===== src/rtl/mpu_pkg.sv =====
package mpu_pkg;

    localparam int SIZE_W = 5;
    localparam int SUB_N  = 8;

    // smallest legal size code (32 bytes)
    localparam logic [SIZE_W-1:0] MIN_CODE     = 5'd4;
    // smallest size code where the sub-region mask applies (256 bytes)
    localparam logic [SIZE_W-1:0] SUB_MIN_CODE = 5'd7;
    // sub-region index sits two bits below the top covered bit
    localparam logic [SIZE_W-1:0] SUB_OFS      = 5'd2;

    typedef struct packed {
        logic              en;
        logic              bufb;
        logic [SIZE_W-1:0] size;
        logic [SUB_N-1:0]  srd;
    } rgn_attr_t;

endpackage


===== src/rtl/mpu_region_file.sv =====
module mpu_region_file
    import mpu_pkg::*;
#(
    parameter int NUM_RGN = 8,
    parameter int ADDR_W  = 32,
    parameter int IDX_W   = (NUM_RGN > 1) ? $clog2(NUM_RGN) : 1
) (
    input  logic                              clk,
    input  logic                              rst_n,
    input  logic                              wr_en,
    input  logic [IDX_W-1:0]                  wr_idx,
    input  logic [ADDR_W-1:0]                 wr_base,
    input  rgn_attr_t                         wr_attr,
    output logic [NUM_RGN-1:0][ADDR_W-1:0]    base_o,
    output rgn_attr_t [NUM_RGN-1:0]           attr_o
);

    typedef struct packed {
        logic [NUM_RGN-1:0][ADDR_W-1:0] base;
        rgn_attr_t [NUM_RGN-1:0]        attr;
    } file_t;

    file_t file_d, file_q;

    always_comb begin
        file_d = file_q;
        if (wr_en && (int'(wr_idx) < NUM_RGN)) begin
            file_d.base[wr_idx] = wr_base;
            file_d.attr[wr_idx] = wr_attr;
        end
    end

    always_ff @(posedge clk) begin
        if (!rst_n) begin
            file_q <= '0;
        end else begin
            file_q <= file_d;
        end
    end

    assign base_o = file_q.base;
    assign attr_o = file_q.attr;

endmodule


===== src/rtl/mpu_region_cmp.sv =====
module mpu_region_cmp
    import mpu_pkg::*;
#(
    parameter int ADDR_W = 32
) (
    input  logic [ADDR_W-1:0] addr,
    input  logic [ADDR_W-1:0] base,
    input  rgn_attr_t         attr,
    output logic              hit
);

    logic              legal;
    logic              mismatch;
    logic              masked;
    logic [SIZE_W-1:0] sub_lsb;
    logic [2:0]        sub_idx;

    always_comb begin
        legal    = (attr.size >= MIN_CODE);
        mismatch = 1'b0;
        // only bits above the size code take part in the compare,
        // which aligns the base down to the region size
        for (int b = 0; b < ADDR_W; b++) begin
            if (b > int'(attr.size)) begin
                mismatch = mismatch | (addr[b] ^ base[b]);
            end
        end
        sub_lsb = attr.size - SUB_OFS;
        sub_idx = 3'(addr >> sub_lsb);
        masked  = (attr.size >= SUB_MIN_CODE) && attr.srd[sub_idx];
        hit     = attr.en && legal && !mismatch && !masked;
    end

endmodule


===== src/rtl/mpu_prio_sel.sv =====
module mpu_prio_sel #(
    parameter int NUM_RGN = 8,
    parameter int IDX_W   = (NUM_RGN > 1) ? $clog2(NUM_RGN) : 1
) (
    input  logic [NUM_RGN-1:0] hits,
    output logic               any,
    output logic [IDX_W-1:0]   sel
);

    always_comb begin
        any = 1'b0;
        sel = '0;
        // ascending scan: the last hit seen, the highest index, wins
        for (int i = 0; i < NUM_RGN; i++) begin
            if (hits[i]) begin
                any = 1'b1;
                sel = IDX_W'(i);
            end
        end
    end

endmodule


===== src/rtl/mpu_region_match.sv =====
module mpu_region_match
    import mpu_pkg::*;
#(
    parameter int NUM_RGN = 8,
    parameter int ADDR_W  = 32,
    parameter int IDX_W   = (NUM_RGN > 1) ? $clog2(NUM_RGN) : 1
) (
    input  logic                  clk,
    input  logic                  rst_n,
    input  logic                  cfg_we,
    input  logic [IDX_W-1:0]      cfg_idx,
    input  logic [ADDR_W-1:0]     cfg_base,
    input  logic [SIZE_W-1:0]     cfg_size,
    input  logic [SUB_N-1:0]      cfg_srd,
    input  logic                  cfg_en,
    input  logic                  cfg_buf,
    input  logic [ADDR_W-1:0]     acc_addr,
    output logic                  hit_o,
    output logic [IDX_W-1:0]      idx_o,
    output logic                  buf_o
);

    typedef struct packed {
        logic             hit;
        logic [IDX_W-1:0] idx;
        logic             bufb;
    } res_t;

    rgn_attr_t                      wr_attr;
    logic [NUM_RGN-1:0][ADDR_W-1:0] rgn_base;
    rgn_attr_t [NUM_RGN-1:0]        rgn_attr;
    logic [NUM_RGN-1:0]             rgn_hit;
    logic                           any_hit;
    logic [IDX_W-1:0]               win_idx;
    res_t                           res_d, res_q;

    always_comb begin
        wr_attr.en   = cfg_en;
        wr_attr.bufb = cfg_buf;
        wr_attr.size = cfg_size;
        wr_attr.srd  = cfg_srd;
    end

    mpu_region_file #(
        .NUM_RGN (NUM_RGN),
        .ADDR_W  (ADDR_W),
        .IDX_W   (IDX_W)
    ) u_file (
        .clk     (clk),
        .rst_n   (rst_n),
        .wr_en   (cfg_we),
        .wr_idx  (cfg_idx),
        .wr_base (cfg_base),
        .wr_attr (wr_attr),
        .base_o  (rgn_base),
        .attr_o  (rgn_attr)
    );

    for (genvar g = 0; g < NUM_RGN; g++) begin : g_rgn
        mpu_region_cmp #(
            .ADDR_W (ADDR_W)
        ) u_cmp (
            .addr (acc_addr),
            .base (rgn_base[g]),
            .attr (rgn_attr[g]),
            .hit  (rgn_hit[g])
        );
    end

    mpu_prio_sel #(
        .NUM_RGN (NUM_RGN),
        .IDX_W   (IDX_W)
    ) u_sel (
        .hits (rgn_hit),
        .any  (any_hit),
        .sel  (win_idx)
    );

    always_comb begin
        res_d.hit  = any_hit;
        res_d.idx  = any_hit ? win_idx : '0;
        res_d.bufb = any_hit ? rgn_attr[win_idx].bufb : 1'b0;
    end

    always_ff @(posedge clk) begin
        if (!rst_n) begin
            res_q <= '0;
        end else begin
            res_q <= res_d;
        end
    end

    assign hit_o = res_q.hit;
    assign idx_o = res_q.idx;
    assign buf_o = res_q.bufb;

endmodule


===== config.mk =====
export PLATFORM = sky130hd
export DESIGN_NAME = mpu_region_match
export DESIGN_NICKNAME = d
export VERILOG_FILES = /design/src/rtl/mpu_pkg.sv /design/src/rtl/mpu_region_file.sv /design/src/rtl/mpu_region_cmp.sv /design/src/rtl/mpu_prio_sel.sv /design/src/rtl/mpu_region_match.sv
export SDC_FILE = /design/constraint.sdc
export NUM_CORES = 2
export LEC_CHECK = 0
export BUFFER_PORTS_ARGS = -buffer_cell sky130_fd_sc_hd__buf_2
export CAP_MARGIN = 10
export CORE_MARGIN = 2
export CORE_UTILIZATION = 30
export CTS_BUF_LIST = sky130_fd_sc_hd__clkbuf_2 sky130_fd_sc_hd__clkbuf_4 sky130_fd_sc_hd__clkbuf_8
export CTS_CLUSTER_SIZE = 12
export DETAILED_ROUTE_END_ITERATION = 6
export PLACE_DENSITY = 0.44
export SLEW_MARGIN = 20
export SYNTH_ARGS = -nofsm -noshare
export SYNTH_HDL_FRONTEND = slang
export SYNTH_SLANG_ARGS = --single-unit
export TNS_END_PERCENT = 10

===== constraint.sdc =====
create_clock -name clk -period 5.1 [get_ports clk]
set_clock_uncertainty 0.1 [all_clocks]
set_input_delay 0.51 -clock clk [delete_from_list [all_inputs] [get_ports clk]]
set_output_delay 0.51 -clock clk [all_outputs]
set_load 0.05 [all_outputs]

==> results.sh <==
export IMPL_status="finished, final reports clean"
export IMPL_insertion_delay_ns=0.70
export IMPL_place_gp_congestion=0.901
export IMPL_place_ws_ns=0.505
export IMPL_ys_flop_type="dfxtp_1"
export IMPL_tritoncts="yes"
export IMPL_syn_area_per_cell_um2=8.07
export IMPL_crit_path_max_incr_delay_ns=0.72
export IMPL_min_period_ns=4.68
export IMPL_die_area_mm2=0.0900
export IMPL_final_util_pct=34.0
export IMPL_antenna_found_initial=8
export IMPL_rows=108
export IMPL_cellPowerDensity_mw_per_mm2=269
export IMPL_grt_total_usage_pct=26.2
export IMPL_synth_edff_count=0
export IMPL_seq_area_frac_synth_pct=27.9
export IMPL_worst_path_max_delay_cell="ha_1"
export IMPL_critPathTopFamily="compound AO/OA/AOI/OAI gates"
export IMPL_synth_seq_cells=366
export IMPL_worstPathMaxFanout=12
export IMPL_clkTransAtPathRegs_ns=0.06
export IMPL_grt_pass1_vias=23200
export IMPL_nets=3324
export IMPL_worstMarginPinSlew_ns=1.12
export IMPL_fin_ws_ns=0.424
export IMPL_netlist_area_leader_share_pct=27.9
export IMPL_routed_via_density=5.70
export IMPL_fin_crit_sh_pct=91.7
export IMPL_drive_gt1_share_pct=17.6
export IMPL_synth_nets=3388
export IMPL_combPwrFrac_pct=18.9
export IMPL_initial_core_util_pct=30.3
export IMPL_final_max_slew_violation_count=0
export IMPL_synth_area_mm2=0.0263
export IMPL_cts_buffers_inserted=74
export IMPL_synth_most_common_cell="nand2_1"
export IMPL_arrival_ns=5.14
export IMPL_portBuffers=88
export IMPL_maxCapViolations=0
export IMPL_ys_warn_count=0
export IMPL_vias=25100
export IMPL_grt_first_pass_wirelength_mm=172
export IMPL_crit_type="reg -> reg"
export IMPL_drc=0
export IMPL_p_sw_share_pct=31.5
export IMPL_timing_hold_ws_ns=0.0908
export IMPL_stdcell_count=4403
export IMPL_rsz0062_at_grt="false"
export IMPL_timing_fmax_mhz=214
export IMPL_die_y_um=300
export IMPL_seqPwrFrac_pct=37.5
export IMPL_synth_distinct_cells=92
export IMPL_hold_path_class="in -> reg"
export IMPL_clock_power_share_pct=43.6
export IMPL_cp_cell_sequence="inv_1, ha_1, mux4_2, o21ai_1, o22ai_1, mux2i_1, mux4_2, a211oi_1, buf_4, nor4_2, buf_4, a21o_2, or3b_1, o41ai_2, inv_1"
export IMPL_wl_per_cell_um=27.3
export IMPL_max_slew_margin_pct=25.3
export IMPL_setup_viol_count_final=0
export IMPL_p_leak_uw=0.00994
export IMPL_p_sw_uw=2500
export IMPL_drtPass1Iterations=5
export IMPL_synthArstFlopShare_pct=0
export IMPL_intPower_uw=5430
export IMPL_dp_hpwl_mm=74.6
export IMPL_placed_cells=4269
export IMPL_grt_max_degree=141
export IMPL_grt_overflow=0
export IMPL_path_buf_inv=4
export IMPL_core_area_mm2=0.0868
export IMPL_yosys_top_cells_area="dfxtp_1 (28%), mux4_2 (14%), nand2_1 (12%)"
export IMPL_totalNegativeSetupSlack_ns=0
export IMPL_synth_area_leader_cell="dfxtp_1"
export IMPL_first_iter_violations=2946
export IMPL_worst_setup_path_end_kind="flop"
export IMPL_hold_viol=0
export IMPL_critPathRequiredTime_ns=5.56
export IMPL_vdd_ir_drop_max_mv=0.183
export IMPL_critPathLaunchType="flop"
export IMPL_fp_dieW_um=300
export IMPL_antenna_left=0
export IMPL_synth_cells=3256
export IMPL_boundaryPins=90
export IMPL_root_buffer="clkbuf_8"
export IMPL_drt_wl_total_mm=120
export IMPL_htree_levels=3
export IMPL_synth_common_cells="nand2_1 (832), a21oi_1 (470), dfxtp_1 (366), clkbuf_1 (219), mux4_2 (169)"
export IMPL_clock_sinks=366
export IMPL_cts_buffer_depth=3
export IMPL_synthToLayoutAreaGrowth_pct=12.1
[per-stage QoR]
step | cell area [um2] | power [uW]
after detailed placement | 27800 | 4490
after floorplan | 26300 | 3940
after global placement | 27700 | 4500
after global routing | 29500 | 8190
after CTS | 29400 | 7970
final | 29500 | 7930
[final timing paths]
check	from	end	slack, ns	cells past startpoint
max	u_file.attr_o[69]	hit_o	0.42	15
min	rst_n	hit_o	0.09	3
max reg2reg	u_file.attr_o[69]	hit_o	0.42	15
min reg2reg	u_file.attr_o[0]	u_file.attr_o[0]	0.35	2
[repair_timing]
item	4_1_cts	5_1_grt
hold buffers	1	0
gates resized for setup	0	0
hold endpoints to repair	2	0
setup endpoints to repair	0	0
buffers inserted	0	0
[power groups by stage]
stage / Clock (uW) / Combinational (uW) / Sequential [uW]
floorplan: 0 / 924 / 3010
finish: 3460 / 1500 / 2970
global placement: 0 / 1460 / 3030
global route: 3650 / 1570 / 2980
detailed placement: 0 / 1460 / 3030
CTS: 3530 / 1460 / 2970
[cell usage in the layout (no fill, tap or decap), drive strengths merged, types with 6 or more instances in the layout]
| master | instances |
|---|---|
| mux2 | 19 |
| clkinv | 13 |
| nand4 | 13 |
| nor2b | 24 |
| xor2 | 100 |
| buf | 210 |
| o21a | 6 |
| and2 | 10 |
| o31ai | 7 |
| o2111ai | 6 |
| a221oi | 6 |
| mux4 | 171 |
| mux2i | 106 |
| a22o | 6 |
| a32oi | 6 |
| o211ai | 9 |
| a311oi | 10 |
| nor3 | 40 |
| inv | 52 |
| nor2 | 82 |
| clkinvlp | 6 |
| nand2b | 18 |
| or4 | 12 |
| a21oi | 471 |
| a22oi | 7 |
| a211oi | 19 |
| ha | 47 |
| xnor2 | 162 |
| nand2 | 832 |
| o21ai | 78 |
| o22ai | 19 |
| nand3 | 38 |
| nor4 | 15 |
| a21o | 12 |
| dfxtp | 366 |
| a31oi | 42 |
| clkbuf | 107 |
[routing by layer]
layer	routed length, um	track usage [%]	vias to the layer above
met5	13	0	-
met4	4040	8.35	2
met3	10700	5.20	185
met2	49600	37.0	1276
met1	56100	39.4	12400
li1	-	-	11200
[logic make-up after synthesis]
family,Yosys count,synth area share (%)
AND/OR/NAND/NOR,1109,17.5
adder cells (fa/ha/maj),51,2.39
flip-flops,366,27.9
multiplexers,296,19.6
buffers and inverters,404,6.55
AO/OA/AOI/OAI,768,17.1
XOR/XNOR,262,8.91
[area by class of cell]
class	instances	area, um2
well taps	1155	1450
clock buffers	107	1370
multi-input cells	2486	17300
flip-flops and latches	366	7330
clock inverters	23	259
repair buffers	211	1530
fillers	9218	57300
inverters	53	206
diodes	2	5.00
[worst reg2reg max path, delay by kind of cell, from the launching register on]
kind                       cells  cell delay (ns)
and+or+nand+nor                2             0.46
DFF                            1             0.33
muxes                          3             1.17
AOI/OAI and AO/OA              5             1.18
buffers and inverters          4             0.62
adders and majority gates      1             0.73
[flip-flops by register name, indices dropped and copies added, names as in the netlist]
name and count:
u_file.base_o 241, hit_o 1, buf_o 1, u_file.attr_o 120, idx_o 3
No activity file was read; power rests on OpenSTA's default activity.
